===== src/rtl/sdram_cmd_pkg.sv =====
package sdram_cmd_pkg;

  typedef enum logic [1:0] {
    MODE_NORMAL  = 2'd0,
    MODE_SUSPEND = 2'd1,
    MODE_PDOWN   = 2'd2,
    MODE_SREF    = 2'd3
  } opMode_t;

  typedef enum logic [3:0] {
    CMD_NOP        = 4'd0,
    CMD_DESEL      = 4'd1,
    CMD_AREF       = 4'd2,
    CMD_SREF_ENTER = 4'd3,
    CMD_SREF_EXIT  = 4'd4,
    CMD_SUSP_ENTER = 4'd5,
    CMD_PD_ENTER   = 4'd6,
    CMD_PD_EXIT    = 4'd7,
    CMD_SUSP_EXIT  = 4'd8,
    CMD_HOLD       = 4'd9,
    CMD_OTHER      = 4'd10
  } cmdKind_t;

  // strobes from control to datapath
  typedef struct packed {
    logic captureDqm; // internal clock ran this cycle
    logic clkRun;     // next mode lets the clock run
    logic bufOn;      // next mode keeps buffers powered
  } dpStrobe_t;

endpackage


===== src/rtl/sdram_cmd_ctrl.sv =====
module sdram_cmd_ctrl
  import sdram_cmd_pkg::*;
(
  input  logic      clk,
  input  logic      rstN,
  input  logic      csN,
  input  logic      rasN,
  input  logic      casN,
  input  logic      weN,
  input  logic      cke,
  input  logic      banksIdle,
  input  logic      burstActive,
  output opMode_t   modeQ,
  output cmdKind_t  cmdQ,
  output logic      illegalQ,
  output dpStrobe_t strobe
);

  logic     ckePrevQ;
  opMode_t  modeD;
  cmdKind_t cmdD;
  logic     illegalD;
  logic     refPat;
  logic     idlePat;

  assign refPat  = !rasN && !casN && weN;
  assign idlePat = rasN && casN && weN;

  always_comb begin
    modeD    = modeQ;
    cmdD     = CMD_HOLD;
    illegalD = 1'b0;
    case (modeQ)
      MODE_NORMAL: begin
        if (!cke) begin
          if (!csN && refPat) begin
            modeD = MODE_SREF;
            cmdD  = CMD_SREF_ENTER;
          end else if (burstActive) begin
            modeD = MODE_SUSPEND;
            cmdD  = CMD_SUSP_ENTER;
          end else begin
            modeD = MODE_PDOWN;
            cmdD  = CMD_PD_ENTER;
          end
        end else if (csN) begin
          cmdD = CMD_DESEL;
        end else if (refPat && ckePrevQ) begin
          cmdD     = CMD_AREF;
          illegalD = !banksIdle;
        end else if (idlePat) begin
          cmdD = CMD_NOP;
        end else begin
          cmdD = CMD_OTHER;
        end
      end
      MODE_SUSPEND: begin
        if (cke) begin
          modeD = MODE_NORMAL;
          cmdD  = CMD_SUSP_EXIT;
        end
      end
      MODE_PDOWN: begin
        if (cke) begin
          modeD = MODE_NORMAL;
          cmdD  = CMD_PD_EXIT;
        end
      end
      MODE_SREF: begin
        if (cke) begin
          if (csN || idlePat) begin
            modeD = MODE_NORMAL;
            cmdD  = CMD_SREF_EXIT;
          end else begin
            illegalD = 1'b1;
          end
        end
      end
      default: modeD = MODE_NORMAL;
    endcase
  end

  always_comb begin
    strobe.captureDqm = (modeQ == MODE_NORMAL);
    strobe.clkRun     = (modeD == MODE_NORMAL);
    strobe.bufOn      = (modeD == MODE_NORMAL) || (modeD == MODE_SUSPEND);
  end

  always_ff @(posedge clk or negedge rstN) begin
    if (!rstN) begin
      modeQ    <= MODE_NORMAL;
      cmdQ     <= CMD_NOP;
      illegalQ <= 1'b0;
      ckePrevQ <= 1'b1;
    end else begin
      modeQ    <= modeD;
      cmdQ     <= cmdD;
      illegalQ <= illegalD;
      ckePrevQ <= cke;
    end
  end

endmodule


===== src/rtl/sdram_cmd_dp.sv =====
module sdram_cmd_dp
  import sdram_cmd_pkg::*;
#(
  parameter int LANES = 2
) (
  input  logic             clk,
  input  logic             rstN,
  input  logic [LANES-1:0] dqm,
  input  logic             burstActive,
  input  logic             burstWrite,
  input  dpStrobe_t        strobe,
  output logic [LANES-1:0] wrMask,
  output logic [LANES-1:0] rdDrive,
  output logic             intClkEn,
  output logic             bufEn
);

  logic wrSel;
  logic rdSel;

  assign wrSel = burstActive && burstWrite;
  assign rdSel = burstActive && !burstWrite;

  for (genvar lane = 0; lane < LANES; lane++) begin : gLane
    always_ff @(posedge clk or negedge rstN) begin
      if (!rstN) begin
        wrMask[lane]  <= 1'b0;
        rdDrive[lane] <= 1'b0;
      end else if (strobe.captureDqm) begin
        wrMask[lane]  <= wrSel && dqm[lane];
        rdDrive[lane] <= rdSel && !dqm[lane];
      end
    end
  end

  always_ff @(posedge clk or negedge rstN) begin
    if (!rstN) begin
      intClkEn <= 1'b1;
      bufEn    <= 1'b1;
    end else begin
      intClkEn <= strobe.clkRun;
      bufEn    <= strobe.bufOn;
    end
  end

endmodule


===== src/rtl/sdram_cmd_tracker.sv =====
module sdram_cmd_tracker
  import sdram_cmd_pkg::*;
#(
  parameter int LANES = 2
) (
  input  logic             clk,
  input  logic             rstN,
  input  logic             csN,
  input  logic             rasN,
  input  logic             casN,
  input  logic             weN,
  input  logic             cke,
  input  logic [LANES-1:0] dqm,
  input  logic             banksIdle,
  input  logic             burstActive,
  input  logic             burstWrite,
  output logic [3:0]       cmd,
  output logic [1:0]       mode,
  output logic             illegalCmd,
  output logic             intClkEn,
  output logic             bufEn,
  output logic [LANES-1:0] wrMask,
  output logic [LANES-1:0] rdDrive
);

  opMode_t   modeQ;
  cmdKind_t  cmdQ;
  dpStrobe_t strobe;

  sdram_cmd_ctrl u_ctrl (
    .clk(clk), .rstN(rstN), .csN(csN), .rasN(rasN), .casN(casN), .weN(weN),
    .cke(cke), .banksIdle(banksIdle), .burstActive(burstActive),
    .modeQ(modeQ), .cmdQ(cmdQ), .illegalQ(illegalCmd), .strobe(strobe)
  );

  sdram_cmd_dp #(.LANES(LANES)) u_dp (
    .clk(clk), .rstN(rstN), .dqm(dqm), .burstActive(burstActive),
    .burstWrite(burstWrite), .strobe(strobe), .wrMask(wrMask),
    .rdDrive(rdDrive), .intClkEn(intClkEn), .bufEn(bufEn)
  );

  assign cmd  = cmdQ;
  assign mode = modeQ;

endmodule


===== config.mk =====
export PLATFORM = sky130hd
export DESIGN_NAME = sdram_cmd_tracker
export DESIGN_NICKNAME = d
export VERILOG_FILES = /design/src/rtl/sdram_cmd_pkg.sv /design/src/rtl/sdram_cmd_ctrl.sv /design/src/rtl/sdram_cmd_dp.sv /design/src/rtl/sdram_cmd_tracker.sv
export SDC_FILE = /design/constraint.sdc
export NUM_CORES = 1
export LEC_CHECK = 0
export BUFFER_PORTS_ARGS = -buffer_cell sky130_fd_sc_hd__buf_2
export CAP_MARGIN = 20
export CELL_PAD_IN_SITES_DETAIL_PLACEMENT = 0
export CELL_PAD_IN_SITES_GLOBAL_PLACEMENT = 1
export CORE_AREA = 2 2 52 54
export CTS_CLUSTER_DIAMETER = 150
export DETAILED_ROUTE_END_ITERATION = 10
export DIE_AREA = 0 0 54 56
export PLACE_DENSITY_LB_ADDON = 0.1
export SYNTH_ARGS = -nofsm -noshare
export SYNTH_HDL_FRONTEND = slang
export SYNTH_SLANG_ARGS = --single-unit

===== constraint.sdc =====
create_clock -name clk -period 1.61 [get_ports clk]
set_input_delay 0.161 -clock clk [delete_from_list [all_inputs] [get_ports clk]]
set_output_delay 0.161 -clock clk [all_outputs]
set_load 0.005 [all_outputs]

==> impl_metrics.py, run 1 <==
metrics = {
    "floorplan": {
        "die_area_sq_mm": 0.00302,
        "io_pins": 25,
        "die_h_microns": 56,
        "rows": 18,
        "die_w_microns": 54,
        "core-area_sq_mm": 0.00243,
        "initial_core_util": 0.314,
    },
    "grt": {
        "grt_pass1_wl_microns": 3010,
        "grt_pass1_vias": 656,
        "antenna_found_initial": 0,
        "overflow": 0,
        "grt_usage": 0.137,
        "grt_max_degree": 15,
    },
    "placement": {
        "dpl_cell_area_sq_mm": 0.00100,
        "hpwlAfterDp_microns": 1430,
        "post-place-ws_ns": 0.00487,
        "port_buffers": 24,
        "gp_congestion": 0.810,
    },
    "sta": {
        "finalCritPeriodShare": 0.973,
        "tns_ns": 0,
        "min_period_ns": 1.57,
        "worstMarginPinSlew_ns": 0.396,
        "hold_viol_final": 0,
        "fin_skew_ns": 0.00635,
        "setup_viol": 0,
        "fmax_ghz": 0.639,
        "hold_ws_ns": 0.0865,
        "setup_slack_ns": 0.0442,
        "maxSlewViolCount": 0,
        "maxSlewHeadroom": 0.733,
        "rsz0062_at_grt": "true",
    },
    "worst_hold_path": {
        "holdCritPathClass": "input port to flop",
        "hold_path_depth": 1,
    },
    "finish": {
        "nNetsFinal": 134,
        "nFillCells": 243,
        "diodes": 0,
        "drive_above_1_share": 0.500,
        "design_area_sq_mm": 0.00110,
        "areaGrowthSynthToFinish_pct": 43.4,
        "layout_commonest_cell": "buf_2",
        "mostFrequentLayoutCells": "buf_2, buf_4, dfrtp_1",
    },
    "route": {
        "wire_per_inst_microns": 12.8,
        "ant_nets": 0,
        "viasPerCell": 4.86,
        "drt_iter0_drc": 17,
        "drc": 0,
        "drtPass1Iterations": 4,
        "wl_microns": 1860,
        "routed-via-count": 710,
    },
    "logic_synthesis": {
        "ys_warn_count": 0,
        "ys_seq_elements": 14,
        "synth_cell_types": 32,
        "syn-num-nets": 92,
        "synth_cells": 75,
        "synth_seq_area_share": 0.463,
        "syn-cell-area_sq_um": 764,
        "syn_avg_cell_area_sq_um": 10.2,
    },
    "run_status": {
        "status": "completed",
    },
    "cts": {
        "clkLatencyLatePin_ns": 0.28,
        "clock_path_buffers": 2,
        "cts.sinks": 14,
        "cts_root_buf": "clkbuf_4",
        "cts_tree": "yes",
        "cts_buffers": 3,
        "htree_num_levels": 1,
        "cts.reportedPaths.clkPinSlew_ns": 0.07,
    },
    "worst_setup_path": {
        "arrival_ns": 1.78,
        "end_kind": "flop",
        "required_ns": 1.83,
        "crit_fanout": 4,
        "reg2reg_depth": 6,
        "start_kind": "flop",
        "path_class": "flop to flop",
    },
    "power_and_ir_drop": {
        "irDropWorstVdd_mv": 0.988,
        "p_per_area_mw_per_mm2": 1580,
        "p_leak_nw": 0.529,
    },
    "flow_run": {
        "maxCapViolCount": 0,
    },
}
## what timing repair did
| item | in CTS | in global routing |
|---|---|---|
| endpoints found under the setup margin | 0 | 5 |
| resized for setup | 0 | 9 |
| buffers inserted | 0 | 2 |
| hold endpoints to repair | 11 | 0 |
| hold buffers | 1 | 0 |
## critical path, stage by stage (launching register included)
cell	delay, ns
dfrtp_1	0.42
inv_2	0.12
ha_4	0.21
o21bai_1	0.18
o31ai_1	0.08
or3_4	0.40
nor2_4	0.09
## report_power, final
part	internal, mW	switching (mW)
logic	0.525	0.457
clock network	0.0962	0.106
registers	0.494	0.0511
## final timing paths
path                                  from         endpoint  slack [ns]
max                        u_ctrl.modeQ[1]    u_dp.intClkEn        0.04
min                                    cke  u_ctrl.ckePrevQ        0.09
max reg2reg                u_ctrl.modeQ[1]    u_dp.intClkEn        0.04
min reg2reg                u_dp.rdDrive[1]  u_dp.rdDrive[1]        0.50
max in group asynchronous             rstN  u_ctrl.ckePrevQ        1.02
min in group asynchronous             rstN   u_dp.wrMask[1]        0.29
## cell usage after synthesis
cell type  instances  area, sq um
nand4_1            2         12.5
o31ai_1            1         7.51
a21oi_1            4         20.0
o211ai_1           1         7.51
mux2_2             2         22.5
clkbuf_1           2         7.51
nor4b_1            1         8.76
ha_1               5         62.6
nor2b_1            1         6.26
or4b_4             2         27.5
o311ai_1           1         8.76
nor2_1             5         18.8
nor3b_1            1         7.51
mux2i_1            1         10.0
o21ai_0            4         20.0
inv_1              8         30.0
nand2b_1           1         6.26
nor3_1             1         5.00
nand3_1            2         10.0
o22ai_1            1         6.26
dfstp_2            3         78.8
and4_1             1         8.76
a211oi_2           1         12.5
a31oi_1            2         12.5
a211oi_1           1         7.51
o2bb2ai_1          1         8.76
nand2_1            3         11.3
and2_2             1         7.51
o21bai_1           2         15.0
dfrtp_1           11          275
or3_1              2         12.5
o31a_1             1         8.76
## metrics by stage
| stage | power (mW) | cells | util |
|---|---|---|---|
| 2_1_floorplan | 0.970 | 75 | - |
| 3_3_place_gp | 1.39 | 139 | 0.413 |
| 3_5_place_dp | 1.39 | 139 | 0.413 |
| 4_1_cts | 1.61 | 144 | 0.428 |
| 5_1_grt | 1.89 | 146 | 0.451 |
| 6_report | 1.73 | 146 | 0.451 |
## layout make-up
class                   instances  area [sq um]  area share
clock buffers                   4          26.3      0.0240
multi-input cells              51           413       0.377
flip-flops and latches         14           354       0.323
inverters                       8          30.0      0.0274
repair buffers                 39           235       0.215
well taps                      30          37.5      0.0342
## registers in the layout (all words and copies together) (netlist names)
name,cells
u_ctrl.ckePrevQ,1
u_ctrl.cmdQ,4
u_ctrl.illegalQ,1
u_ctrl.modeQ,2
u_dp.bufEn,1
u_dp.intClkEn,1
u_dp.rdDrive,2
u_dp.wrMask,2
## per-layer routing
layer | vias up | wire (microns) | share of wire | track usage
met5 | - | 0 | 0 | 0
met4 | 0 | 25 | 0.013 | 0.0429
met3 | 5 | 93 | 0.050 | 0.0565
met2 | 19 | 879 | 0.47 | 0.190
met1 | 331 | 865 | 0.46 | 0.191
li1 | 355 | - | - | -
## logic make-up after synthesis
kind of cell,after synthesis,share of synthesized area
adder cells (fa/ha/maj),5,0.0818
flip-flops,14,0.463
AND/OR/NAND/NOR,23,0.187
multiplexers,3,0.0426
buffers and inverters,10,0.0491
AO/OA/AOI/OAI,20,0.177
Power figures use the tool's default switching activity.
==> run 2: changes to the inputs <==
- BUFFER_PORTS_ARGS: -buffer_cell sky130_fd_sc_hd__buf_2 -> default
- CORE_AREA: 2 2 52 54 -> 2 2 47 49
- DIE_AREA: 0 0 54 56 -> 0 0 49 51
- DONT_BUFFER_PORTS: default -> 1
==> impl_metrics.py, run 2 (same netlist as run 1, synthesis figures left out) <==
metrics = {
    "worst_setup_path": {
        "arrival_ns": 1.73,
        "r2r_slack_ns": 0.08,
        "cp_slowest_cell": "or4b_4",
        "start_kind": "flop",
        "startpoint": "u_ctrl.modeQ[0]",
        "path_class": "flop to flop",
        "crit_path_max_incr_delay_ns": 0.55,
        "r2r-end": "u_ctrl.illegalQ",
        "reg2reg_depth": 3,
        "crit_end": "u_ctrl.illegalQ",
        "crit_fanout": 4,
        "end_kind": "flop",
        "cp_cell_sequence": "ha_2 > or4b_4 > a211oi_2",
        "required_ns": 1.81,
        "r2r_start": "u_ctrl.modeQ[0]",
    },
    "finish": {
        "largest_register": "u_ctrl.cmdQ",
        "nFillCells": 218,
        "layout_commonest_cell": "dfrtp_1",
        "diodes": 0,
        "largest_reg_flops": 4,
        "areaGrowthSynthToFinish_pct": 25.2,
        "mostFrequentLayoutCells": "dfrtp_1, buf_4, inv_1",
        "stdcell_count": 116,
        "nNetsFinal": 106,
        "drive_above_1_share": 0.330,
    },
    "cts": {
        "clkLatencyLatePin_ns": 0.28,
        "cts.sinks": 14,
        "cts_tree": "yes",
        "cts_root_buf": "clkbuf_4",
        "cts_setup_buffers": 0,
        "cts_buffers": 3,
        "cts.reportedPaths.clkPinSlew_ns": 0.08,
        "clock_path_buffers": 2,
        "htree_num_levels": 1,
    },
    "sta": {
        "maxSlewViolCount": 0,
        "fmax_ghz": 0.655,
        "finalCritPeriodShare": 0.949,
        "hold_viol_final": 0,
        "worstMarginPinSlew_ns": 0.630,
        "maxSlewHeadroom": 0.579,
        "hold_ws_ns": 0.0264,
        "fin_skew_ns": 0.00570,
        "setup_viol": 0,
        "min_period_ns": 1.53,
        "tns_ns": 0,
    },
    "route": {
        "routed-via-count": 624,
        "ant_nets": 0,
        "viasPerCell": 5.38,
        "drc": 0,
        "wire_per_inst_microns": 14.8,
        "drtPass1Iterations": 4,
        "wl_microns": 1720,
        "drt_iter0_drc": 4,
    },
    "power_and_ir_drop": {
        "irDropWorstVdd_mv": 0.711,
        "internal_power_mw": 1.04,
        "p_comb_frac": 0.516,
        "switching_share": 0.355,
        "p_total_mw": 1.61,
        "p_leak_nw": 0.403,
        "p_per_area_mw_per_mm2": 1680,
        "power_frac_clock": 0.126,
        "power.switching_mw": 0.570,
        "seq_power_share": 0.358,
    },
    "placement": {
        "place_inst": 110,
        "hpwlAfterDp_microns": 1300,
        "gp_congestion": 0.777,
        "port_buffers": 0,
    },
    "run_status": {
        "status": "completed",
    },
    "grt": {
        "grt_usage": 0.164,
        "grt_max_degree": 15,
        "grt_pass1_wl_microns": 3020,
        "grt_pass1_vias": 685,
        "overflow": 0,
        "antenna_found_initial": 0,
    },
    "floorplan": {
        "core-area_sq_mm": 0.00206,
        "die_area_sq_mm": 0.00250,
        "rows": 17,
        "die_h_microns": 51,
        "io_pins": 25,
        "die_w_microns": 49,
        "initial_core_util": 0.371,
    },
    "flow_run": {
        "maxCapViolCount": 0,
    },
    "worst_hold_path": {
        "holdCritPathClass": "input port to flop",
    },
}
[run 2: power groups by stage]
stage	sequential (mW)	clock, mW	combinational (mW)
floorplan	0.574	0	0.396
global placement	0.577	0	0.672
detailed placement	0.583	0	0.665
CTS	0.575	0.217	0.680
global route	0.589	0.233	0.930
finish	0.575	0.203	0.829
[run 2: area by class of cell]
type	instances	area [sq um]	area share
multi-input cells	51	424	0.443
flip-flops and latches	14	354	0.370
repair buffers	11	87.6	0.0915
well taps	28	35.0	0.0366
inverters	8	30.0	0.0314
clock buffers	4	26.3	0.0275
[run 2: worst max-delay path: cells and delay by family, from the launching register on]
kind	cells	cell delay, ns
adders and majority gates	1	0.25
and+or+nand+nor	1	0.55
AOI/OAI and AO/OA	1	0.22
DFF	1	0.43
[run 2: worst min path at each step]
stage	start	to	slack (ns)	cells past startpoint
floorplan	rstN	u_ctrl.cmdQ[0]	-0.13	0
global placement	rstN	u_ctrl.cmdQ[1]	-0.13	0
detailed placement	rstN	u_ctrl.cmdQ[1]	-0.13	0
CTS	cke	u_ctrl.cmdQ[2]	0.01	2
global route	cke	u_ctrl.cmdQ[2]	0.03	2
finish	cke	u_ctrl.cmdQ[2]	0.03	2
[run 2: per-stage QoR]
| stage | utilization | setup slack, ns | cell area, sq um |
|---|---|---|---|
| detailed placement | 0.417 | 0.0554 | 860 |
| global route | 0.464 | -0.0107 | 957 |
| CTS | 0.439 | 0.0326 | 906 |
| finish | 0.464 | 0.0824 | 957 |
| global placement | 0.417 | 0.0487 | 860 |
| floorplan | - | 0.0551 | 766 |
[run 2: repair_timing]
item                                   4_1_cts  5_1_grt
setup endpoints to repair                    0        4
gates resized for setup                      0        9
endpoints found under the hold margin       16        0
hold buffers                                 2        0
[run 2: per-layer routing]
| layer | vias to the layer above | part of all wire | track usage |
|---|---|---|---|
| met5 | - | 0 | 0 |
| met4 | 0 | 0.022 | 0.0857 |
| met3 | 5 | 0.061 | 0.0409 |
| met2 | 22 | 0.45 | 0.247 |
| met1 | 298 | 0.47 | 0.217 |
| li1 | 299 | - | - |
